==> src/rtl/rga_pkg.sv <==
package rga_pkg;

  localparam int DEF_DATA_W = 32;
  localparam int DEF_SEG_W  = 8;

  // Number of segments needed to hold 'need' bits, limited to 1..nseg.
  function automatic int seg_count(int need, int seg_w, int nseg);
    int c;
    c = (need + seg_w - 1) / seg_w;
    if (c < 1)    c = 1;
    if (c > nseg) c = nseg;
    return c;
  endfunction

endpackage

==> src/rtl/rga_range_detect.sv <==
// Smallest signed field width (1..DATA_W) that holds the value.
module rga_range_detect #(
  parameter int DATA_W = 32,
  parameter int RNG_W  = 6
) (
  input  logic [DATA_W-1:0] val,
  output logic [RNG_W-1:0]  rng
);

  // Bits that differ from the sign bit mark information content.
  logic [DATA_W-2:0] diff;

  assign diff = val[DATA_W-2:0] ^ {(DATA_W-1){val[DATA_W-1]}};

  always_comb begin
    rng = RNG_W'(1);
    for (int i = 0; i < DATA_W - 1; i++) begin
      if (diff[i]) rng = RNG_W'(i + 2);
    end
  end

endmodule

==> src/rtl/rga_seg_select.sv <==
// Picks the segment count from the wider operand range plus a guard bit.
module rga_seg_select
  import rga_pkg::*;
#(
  parameter int SEG_W = 8,
  parameter int NSEG  = 4,
  parameter int RNG_W = 6,
  parameter int CNT_W = 3
) (
  input  logic [RNG_W-1:0] rng_a,
  input  logic [RNG_W-1:0] rng_b,
  output logic [CNT_W-1:0] cnt,
  output logic [NSEG-1:0]  en
);

  logic [RNG_W-1:0] wide;

  assign wide = (rng_a > rng_b) ? rng_a : rng_b;

  always_comb begin
    cnt = CNT_W'(seg_count(int'(wide) + 1, SEG_W, NSEG));
  end

  // Thermometer enable: segment k active when k < cnt.
  for (genvar k = 0; k < NSEG; k++) begin : g_en
    assign en[k] = (cnt > CNT_W'(k));
  end

endmodule

==> src/rtl/rga_master_stage.sv <==
// Input register stage; each operand segment loads only when enabled.
module rga_master_stage #(
  parameter int DATA_W = 32,
  parameter int SEG_W  = 8,
  parameter int NSEG   = 4,
  parameter int CNT_W  = 3
) (
  input  logic              clk,
  input  logic              rst,
  input  logic              in_valid,
  input  logic [DATA_W-1:0] in_a,
  input  logic [DATA_W-1:0] in_b_eff,
  input  logic              in_cin,
  input  logic [CNT_W-1:0]  in_cnt,
  input  logic [NSEG-1:0]   in_en,
  output logic [NSEG-1:0]   seg_ld,
  output logic [DATA_W-1:0] ma,
  output logic [DATA_W-1:0] mb,
  output logic              mcin,
  output logic [CNT_W-1:0]  mcnt,
  output logic              mvalid
);

  assign seg_ld = {NSEG{in_valid}} & in_en;

  for (genvar k = 0; k < NSEG; k++) begin : g_seg
    always_ff @(posedge clk) begin
      if (rst) begin
        ma[k*SEG_W +: SEG_W] <= '0;
        mb[k*SEG_W +: SEG_W] <= '0;
      end else if (seg_ld[k]) begin
        ma[k*SEG_W +: SEG_W] <= in_a[k*SEG_W +: SEG_W];
        mb[k*SEG_W +: SEG_W] <= in_b_eff[k*SEG_W +: SEG_W];
      end
    end
  end

  always_ff @(posedge clk) begin
    if (rst) begin
      mvalid <= 1'b0;
      mcin   <= 1'b0;
      mcnt   <= '0;
    end else begin
      mvalid <= in_valid;
      if (in_valid) begin
        mcin <= in_cin;
        mcnt <= in_cnt;
      end
    end
  end

endmodule

==> src/rtl/rga_seg_adder.sv <==
// Segmented ripple adder with carry gating and sign-extension fill.
module rga_seg_adder #(
  parameter int DATA_W = 32,
  parameter int SEG_W  = 8,
  parameter int NSEG   = 4,
  parameter int CNT_W  = 3
) (
  input  logic [DATA_W-1:0] ma,
  input  logic [DATA_W-1:0] mb,
  input  logic              cin,
  input  logic [CNT_W-1:0]  cnt,
  output logic [DATA_W-1:0] sum
);

  logic [NSEG:0]     carry;
  logic [NSEG-1:0]   act;
  logic [DATA_W-1:0] raw;
  logic              top_bit;
  logic              unused_carry_out;

  assign carry[0]         = cin;
  assign unused_carry_out = carry[NSEG];

  for (genvar k = 0; k < NSEG; k++) begin : g_seg
    logic [SEG_W:0] part;
    logic           cin_k;

    assign act[k] = (cnt > CNT_W'(k));
    // An inactive segment sees no carry, so its frozen inputs stay quiet.
    assign cin_k  = act[k] ? carry[k] : 1'b0;
    assign part   = {1'b0, ma[k*SEG_W +: SEG_W]}
                  + {1'b0, mb[k*SEG_W +: SEG_W]}
                  + {{SEG_W{1'b0}}, cin_k};
    assign raw[k*SEG_W +: SEG_W] = part[SEG_W-1:0];
    assign carry[k+1]            = part[SEG_W];
  end

  // Most significant bit of the active portion.
  always_comb begin
    top_bit = raw[SEG_W-1];
    for (int k = 0; k < NSEG; k++) begin
      if (cnt == CNT_W'(k + 1)) top_bit = raw[k*SEG_W + SEG_W - 1];
    end
  end

  for (genvar k = 0; k < NSEG; k++) begin : g_fill
    assign sum[k*SEG_W +: SEG_W] = act[k] ? raw[k*SEG_W +: SEG_W]
                                          : {SEG_W{top_bit}};
  end

endmodule

==> src/rtl/rng_gated_adder.sv <==
module rng_gated_adder
  import rga_pkg::*;
#(
  parameter int DATA_W = DEF_DATA_W,
  parameter int SEG_W  = DEF_SEG_W
) (
  input  logic              clk,
  input  logic              rst,
  input  logic              in_valid,
  input  logic [DATA_W-1:0] in_a,
  input  logic [DATA_W-1:0] in_b,
  input  logic              in_sub,
  output logic              out_valid,
  output logic [DATA_W-1:0] out_result,
  output logic [2:0]        out_segs
);

  localparam int NSEG  = DATA_W / SEG_W;
  localparam int CNT_W = $clog2(NSEG + 1);
  localparam int RNG_W = $clog2(DATA_W + 1);

  logic [DATA_W-1:0] b_eff;
  logic [RNG_W-1:0]  rng_a;
  logic [RNG_W-1:0]  rng_b;
  logic [CNT_W-1:0]  sel_cnt;
  logic [NSEG-1:0]   sel_en;
  logic [NSEG-1:0]   seg_ld;
  logic [DATA_W-1:0] ma_q;
  logic [DATA_W-1:0] mb_q;
  logic              mcin_q;
  logic [CNT_W-1:0]  mcnt_q;
  logic              mvalid_q;
  logic [DATA_W-1:0] sum_w;

  assign b_eff = in_sub ? ~in_b : in_b;

  rga_range_detect #(.DATA_W(DATA_W), .RNG_W(RNG_W)) u_rng_a (
    .val (in_a),
    .rng (rng_a)
  );

  rga_range_detect #(.DATA_W(DATA_W), .RNG_W(RNG_W)) u_rng_b (
    .val (b_eff),
    .rng (rng_b)
  );

  rga_seg_select #(
    .SEG_W (SEG_W), .NSEG (NSEG), .RNG_W (RNG_W), .CNT_W (CNT_W)
  ) u_sel (
    .rng_a (rng_a),
    .rng_b (rng_b),
    .cnt   (sel_cnt),
    .en    (sel_en)
  );

  rga_master_stage #(
    .DATA_W (DATA_W), .SEG_W (SEG_W), .NSEG (NSEG), .CNT_W (CNT_W)
  ) u_master (
    .clk      (clk),
    .rst      (rst),
    .in_valid (in_valid),
    .in_a     (in_a),
    .in_b_eff (b_eff),
    .in_cin   (in_sub),
    .in_cnt   (sel_cnt),
    .in_en    (sel_en),
    .seg_ld   (seg_ld),
    .ma       (ma_q),
    .mb       (mb_q),
    .mcin     (mcin_q),
    .mcnt     (mcnt_q),
    .mvalid   (mvalid_q)
  );

  rga_seg_adder #(
    .DATA_W (DATA_W), .SEG_W (SEG_W), .NSEG (NSEG), .CNT_W (CNT_W)
  ) u_add (
    .ma  (ma_q),
    .mb  (mb_q),
    .cin (mcin_q),
    .cnt (mcnt_q),
    .sum (sum_w)
  );

  // Output (slave) register stage.
  always_ff @(posedge clk) begin
    if (rst) begin
      out_valid  <= 1'b0;
      out_result <= '0;
      out_segs   <= '0;
    end else begin
      out_valid <= mvalid_q;
      if (mvalid_q) begin
        out_result <= sum_w;
        out_segs   <= 3'(mcnt_q);
      end
    end
  end

endmodule

==> config.mk <==
export PLATFORM = sky130hd
export DESIGN_NAME = rng_gated_adder
export DESIGN_NICKNAME = d
export VERILOG_FILES = /design/src/rtl/rga_pkg.sv /design/src/rtl/rga_range_detect.sv /design/src/rtl/rga_seg_select.sv /design/src/rtl/rga_master_stage.sv /design/src/rtl/rga_seg_adder.sv /design/src/rtl/rng_gated_adder.sv
export SDC_FILE = /design/constraint.sdc
export NUM_CORES = 1
export LEC_CHECK = 0
export CAP_MARGIN = 25
export CORE_AREA = 8 8 145 147
export CTS_CLUSTER_DIAMETER = 30
export DETAILED_ROUTE_END_ITERATION = 16
export DIE_AREA = 0 0 153 155
export PLACE_DENSITY_LB_ADDON = 0.12
export SETUP_SLACK_MARGIN = 0.1
export SLEW_MARGIN = 20
export SYNTH_ARGS = -nofsm -noshare
export SYNTH_HDL_FRONTEND = slang
export SYNTH_SLANG_ARGS = --single-unit
==> constraint.sdc <==
create_clock -name clk -period 21.3 [get_ports clk]
set_input_delay 4.26 -clock clk [delete_from_list [all_inputs] [get_ports clk]]
set_output_delay 4.26 -clock clk [all_outputs]
set_load 0.02 [all_outputs]
; ---- Word-level counts from Yosys, hierarchy flattened
; Index checks and enable logic that the tools add are counted.
[op_classes]
addsub = 12
mul = 0
div = 0
magnitude_cmp = 11
n_eq_ne = 3
shifts = 0
n_mux = 77
bitwise_logic = 5
n_reduce_logical = 1
[op_table]
columns = cell, count
row1 = $mux W5, 32
row2 = $mux W32, 2
row3 = $mux W4, 16
row4 = $xor A31 B31 Y31, 2
row5 = $add A32 B1 Y32, 1
row6 = $add A32 B5 Y32 const B, 1
row7 = $gt A32 B4 Y1 const B, 1
row8 = $lt A32 B2 Y1 const B, 1
row9 = $mux W8, 4
row10 = $not A32 Y32, 1
row11 = $sub A32 B2 Y32 const B, 1
row12 = $add A8 B8 Y9, 3
row13 = $add A9 B1 Y9, 3
row14 = $mux W3, 9
row15 = $mux W6, 3
row16 = $gt A3 B1 Y1 const B, 4
row17 = $gt A3 B2 Y1 const B, 4
row18 = $add A8 B1 Y8, 1
row19 = $add A8 B8 Y8, 1
row20 = $mux W2, 4
row21 = $add A6 B1 Y7 const B, 1
row22 = $mux W1, 7
row23 = $eq A3 B2 Y1 const B, 2
row24 = $gt A6 B6 Y1, 1
row25 = 4 further kinds, 4
[word_totals]
reg_bits = 105
latch_bits = 0
mem_bits_rw = 0
mem_bits_ro = 0
in_bits = 68
out_inout_bits = 36
wordCells = 123
mem_count = 0

; ---- Logic depth before layout (Yosys ltp)
[depth]
depth_word = 48
depth_mapped = 49
ltp_nobuf = 48

; ---- Modules after synthesis
; A second synthesis with hierarchy kept.
[hier_totals]
hier_cells = 999
area_unflattened_um2 = 8321.7
[modules_own_cells]
columns = mod, n_inst, cells_each, area_per_inst_um2, seq_area_each_um2
row1 = rga_master_stage, 1, 313, 3029.2, 1381.3
row2 = rga_seg_adder, 1, 226, 1755.4, 0.0
row3 = rng_gated_adder, 1, 151, 1616.6, 720.7
row4 = rga_range_detect, 2, 133, 792.0, 0.0
row5 = rga_seg_select, 1, 43, 336.6, 0.0

; ---- Least setup slack after synthesis
; OpenSTA, ideal clock, no wires.
[synth_path]
path_type = input-to-reg
from = input port in_a[31]
to = register u_master.mb[0]
setup_time_ns = 0.123
arrival_ns = 9.175
required_ns = 21.177
path_slack_ns = 12.001
path_stages = 26
n_path_buf = 3
cell_sequence = buf_2 > buf_2 > or4_1 > mux2i_1 > o31a_1 > a211oi_1 > o221ai_1 > a21oi_1 > nor3_1 > a31oi_1 > ha_1 > nand3b_1 > a21oi_1 > o211ai_1 > a211o_1 > nor3_1 > or2_1 > ha_1 > nand3_1 > o22ai_1 > xnor2_1 > and3_1 > clkbuf_1 > nor4_4 > a211oi_4 > mux2_1
[synth_between]
elab_chain_cells = 46
[synth_lines]
columns = element, line
row1 = "start, declared", rng_gated_adder.sv:10  ; input logic [DATA_W-1:0] in_a,
row2 = $xor A31 B31 Y31 (*), rga_range_detect.sv:13  ; assign diff = val[DATA_W-2:0] ^ {(DATA_W-1){val[DATA_W-1]}};
row3 = $mux W2 (2 in series), rga_range_detect.sv:18  ; if (diff[i]) rng = RNG_W'(i + 2);
row4 = $mux W3 (4 in series), rga_range_detect.sv:18
row5 = $mux W4 (8 in series), rga_range_detect.sv:18
row6 = $mux W5 (16 in series), rga_range_detect.sv:18
row7 = $mux W6 (*), rga_range_detect.sv:18
row8 = $gt A6 B6 Y1, rga_seg_select.sv:18  ; assign wide = (rng_a > rng_b) ? rng_a : rng_b;
row9 = $mux W6 (*), rga_seg_select.sv:18
row10 = (+4 left out), --
row11 = $and A1 B1 Y1 (no source line), --
row12 = $add A32 B1 Y32 (no source line) (*), --
row13 = $lt A32 B2 Y1, rga_pkg.sv:10  ; if (c < 1) c = 1;
row14 = $mux W32 (*), rga_pkg.sv:10
row15 = $gt A32 B4 Y1, rga_pkg.sv:11  ; if (c > nseg) c = nseg;
row16 = $mux W3 (*), rga_pkg.sv:11
row17 = $gt A3 B1 Y1 (*), rga_seg_select.sv:26  ; assign en[k] = (cnt > CNT_W'(k));
row18 = $and A4 B4 Y4 (*), rga_master_stage.sv:24  ; assign seg_ld = {NSEG{in_valid}} & in_en;
row19 = "end signal, assigned by index", rga_master_stage.sv:33  ; mb[k*SEG_W +: SEG_W] <= in_b_eff[k*SEG_W +: SEG_W];
row20 = "end, declared", rga_master_stage.sv:18  ; output logic [DATA_W-1:0] mb,
; Every way passes the cells marked *; elsewhere a longest branch is shown, timed or not.
; A chain may end at the register's enable or synchronous reset.

; ---- Worst setup path in the final report
[layout_path]
from = input port in_a[20]
to = register u_master.mb[0]
[layout_between]
elab_chain_cells = 26
[layout_lines]
columns = element, line
row1 = $xor A31 B31 Y31 (*), rga_range_detect.sv:13
row2 = $mux W5 (*) (10 in series), rga_range_detect.sv:18
row3 = $mux W6 (*), rga_range_detect.sv:18
row4 = $gt A6 B6 Y1, rga_seg_select.sv:18
row5 = $mux W6 (*), rga_seg_select.sv:18
row6 = $add A6 B1 Y7 (*), rga_seg_select.sv:21  ; cnt = CNT_W'(seg_count(int'(wide) + 1, SEG_W, NSEG));
row7 = $add A32 B5 Y32 (*), rga_pkg.sv:9  ; c = (need + seg_w - 1) / seg_w;
row8 = $sub A32 B2 Y32 (*), rga_pkg.sv:9
row9 = $reduce_or A3 Y1 (no source line), --
row10 = $and A1 B1 Y1 (no source line), --
row11 = $add A32 B1 Y32 (no source line) (*), --
row12 = $lt A32 B2 Y1, rga_pkg.sv:10
row13 = $mux W32 (*), rga_pkg.sv:10
row14 = $gt A32 B4 Y1, rga_pkg.sv:11
row15 = $mux W3 (*), rga_pkg.sv:11
row16 = $gt A3 B1 Y1 (*), rga_seg_select.sv:26
row17 = $and A4 B4 Y4 (*), rga_master_stage.sv:24
; Marks and branches as above.

==> metrics.md <==
| Metric | Value |
|---|---|
| Outcome | complete, no violations |
| Buffers on Ports | 103 |
| Top cells by area, synth | dfxtp_1 (25%), ha_1 (5.6%), nand2_1 (5.4%) |
| P_int | 486 uW |
| Final-stage net count | 1234 |
| Vias | 8167 |
| DRC | 0 |
| Max-Cap Viols | 0 |
| 1st-iter DRT viols | 753 |
| Clock buffer depth | 2 |
| Net count after synthesis | 1173 |
| Clock tree from TritonCTS | done |
| Clk pwr share | 18.9% |
| Gate power share | 48.7% |
| Via density | 5.99 |
| Final period util | 50.0% |
| Sw Share | 41.7% |
| H-Tree Depth | 3 |
| Post-Synthesis Cells | 1060 |
| Lkg Pwr | 3.75 nW |
| Final setup viols | 0 |
| GPL Wtd Cong | 0.933 |
| Simple-Gate Fraction of Synth Area | 23.6% |
| Mapped Area | 8270 um^2 |
| Global-route usage over all layers | 20.8% |
| FF/Latch Area | 2100 um^2 |
| Min-Delay Path Depth | 2 |
| Fmax | 93.9 MHz |
| PwrDens | 86.2 nW/um^2 |
| Layout Utilization | 51.0% |
| Fin area | 9670 um^2 |
| Rel. slew slack | 31.2% |
| Share of the synthesized area in the top cell type | 25.4% |
| Syn Area/Cell | 7.81 um^2 |
| Post-Route Skew | 0.0129 ns |
| GR Overflow Total | 0 |
| CP top delay family | compound AO/OA/AOI/OAI gates |
| Diodes inserted | 0 |
| Cell area after placement | 9390 um^2 |
| Area growth syn-to-layout | 16.8% |
| Synth Flop Type | dfxtp_1 |
| Initial antenna violation count | 0 |
| Die width | 153 um |
| Mean routed wirelength per cell | 18.6 um |
| Worst endpoint required time | 21.54 ns |
| Buf/Inv on CP | 2 |
| Worst slew pin tran | 1.03 ns |
| CP Cell Sequence | clkdlybuf4s50_1, inv_2, a2111oi_0, o21ai_0, a211oi_1, o221ai_1, a21oi_1, nor3_1, a31oi_1, ha_1, nand3_1, or2_2, o211ai_1, a211o_1, nor3_1, or2_1, ha_1, nand3_1, o22ai_1, xnor2_1, and3_1, nor4_4, a211oi_4, mux2_1 |
| Total Power | 833 uW |
| Post-synthesis sequential area ratio | 25.4% |
| Maximum vdd drop | 0.0000365 V |
| Clock slew at reported path FFs | 0.07 ns |
| Final antenna-violating net count | 0 |
| Synth Register Bits | 105 |
| CP Depth | 24 |
| Die ar. | 23700 um^2 |
| Hold_buf cts | 0 |
| Share of cells above drive strength 1 | 4.89% |
| Commonest cells post-synth | nand2_1 (118), dfxtp_1 (105), nand3_1 (77) |
| Vias in the first global route | 7460 |
| CP Capture Type | flop |
| Routed WL | 25400 um |
| Critical Path Max Stage Delay | 0.90 ns |
| Initial Utilization | 43.7% |
| CTS sink cnt | 105 |
| Period minus WS final | 10.65 ns |
| # Post-CTS Setup Buffers | 0 |
| Fin. max-slew vios | 0 |
| EDFF count, synth | 0 |
| Core Box Area | 19000 um^2 |
| First-pass GRT wire length | 40600 um |
| Fill cell count | 1894 |
| I/O Pins | 104 |
| XOR/XNOR Fraction of Synth Area | 5.40% |
| Async SR Flop Fraction | 0% |
| FP Rows | 51 |
| RSZ-0062 raised after global routing | no |
| CTS buffer count | 9 |
| Cts repair resizes | 0 |
| Clk root buf | clkbuf_16 |
| Count of cell types in the netlist | 78 |
| Largest net degree at the start of global routing | 76 |
| Hold Path Class | flop to flop |
| Critical path class | primary input to flop |
| Post-Route Setup TNS | 0 ns |
| P_sw | 348 uW |
| Dpl hpwl | 19800 um |
| Critical path arrival | 10.89 ns |
| Largest family of logic cells by synthesized area | compound AO/OA/AOI/OAI gates |
| DIE HEIGHT | 155 um |
| Most frequent cell after synthesis | nand2_1 |
| Crit path max fanout | 17 |
| Reg power frac | 32.4% |
| TritonRoute pass-1 iters | 5 |
| Post-synthesis adder-cell area fraction | 7.53% |
| Area of the multi-input gates | 5690 um^2 |
| Reg2reg path depth | 48 |
| Startpoint class of the critical path | primary input |
| Mux contribution to synthesized area | 4.70% |
| Clk_lat worst skew | 0.35 ns |
| Synth warn | 0 |
| Compound-cell area share of the yosys netlist | 27.6% |
| Hold Fails Final Rpt | 0 |
| Slowest CP cell | a211oi_4 |
| Synth area leader | dfxtp_1 |
==> per-layer routing <==
layer / part of all wire [%] / track usage, %
met3: 5.9 / 2.75
met4: 1.6 / 5.94
met1: 49 / 29.7
met2: 44 / 32.0
met5: 0 / 0
==> metrics by stage <==
stage	hold WS (ns)	setup WS [ns]	cells
6_report	0.465	10.65	1363
5_1_grt	0.486	10.17	1363
4_1_cts	0.467	10.53	1362
3_5_place_dp	0.452	10.17	1347
3_3_place_gp	0.444	10.34	1346
2_1_floorplan	0.435	12.00	1060
==> tightest hold or removal path: stages, from the launching register on <==
cell and delay, ns:
dfxtp_1 0.32, nand2_1 0.05, mux2i_1 0.05
==> area by class of cell <==
class | count | area share (%)
clock buffer | 11 | 2.51
clock inverter | 4 | 0.349
inverter | 50 | 1.94
multi-input combinational | 839 | 58.9
sequential | 105 | 21.7
tap | 238 | 3.08
timing repair buffer | 116 | 11.5
==> registers in the layout, summed over array words and instances (netlist names) <==
name and flops:
out_valid 1, u_master.ma 32, out_segs 3, out_result 32, u_master.mb 32, u_master.mcin 1
u_master.mcnt 3, u_master.mvalid 1
==> placed cells by master, fill, tap and decap left out, drive strengths merged, types with 10 or more instances in the layout <==
cell type | Yosys | final
ha | 37 | 37
and3 | 14 | 14
nand2b | 15 | 15
a311oi | 16 | 16
o21ai | 40 | 40
o2111ai | 24 | 24
nor2b | 17 | 17
a32o | 14 | 14
o21a | 10 | 10
o211ai | 12 | 12
or3 | 16 | 16
o22ai | 15 | 15
xor2 | 21 | 21
a32oi | 18 | 18
xnor2 | 30 | 30
a21oi | 49 | 49
or2 | 11 | 11
nand3 | 77 | 77
nor3 | 33 | 33
a31oi | 11 | 11
buf | 17 | 16
nor2 | 73 | 73
mux2i | 34 | 34
dfxtp | 105 | 105
inv | 50 | 53
clkbuf | 49 | 11
clkdlybuf4s50 | 0 | 100
nand2 | 118 | 118
==> cells by family after synthesis <==
group / count (synthesis)
xor+xnor: 51
simple gates: 404
buf+inv: 116
fa+ha+maj: 45
compound gates: 301
flops: 105
mux: 38
==> power groups by stage <==
| stage | combinational, mW | sequential, mW | clock (mW) |
|---|---|---|---|
| after CTS | 0.405 | 0.270 | 0.161 |
| after global placement | 0.400 | 0.275 | 0 |
| final | 0.405 | 0.270 | 0.158 |
| after detailed placement | 0.403 | 0.275 | 0 |
| after floorplan | 0.282 | 0.277 | 0 |
| after global routing | 0.447 | 0.276 | 0.170 |
==> worst paths after layout <==
check             slack (ns)                      endpoint                           from
setup reg to reg       12.70   out_result[31]$_SDFFE_PP0P_  u_master.mcnt[1]$_SDFFE_PP0P_
hold reg to reg         0.47  u_master.ma[11]$_SDFFE_PP0P_   u_master.ma[11]$_SDFFE_PP0P_
hold / removal          0.47  u_master.ma[11]$_SDFFE_PP0P_   u_master.ma[11]$_SDFFE_PP0P_
setup / recovery       10.65   u_master.mb[0]$_SDFFE_PP0P_                       in_a[20]
Power figures use the tool's default switching activity.
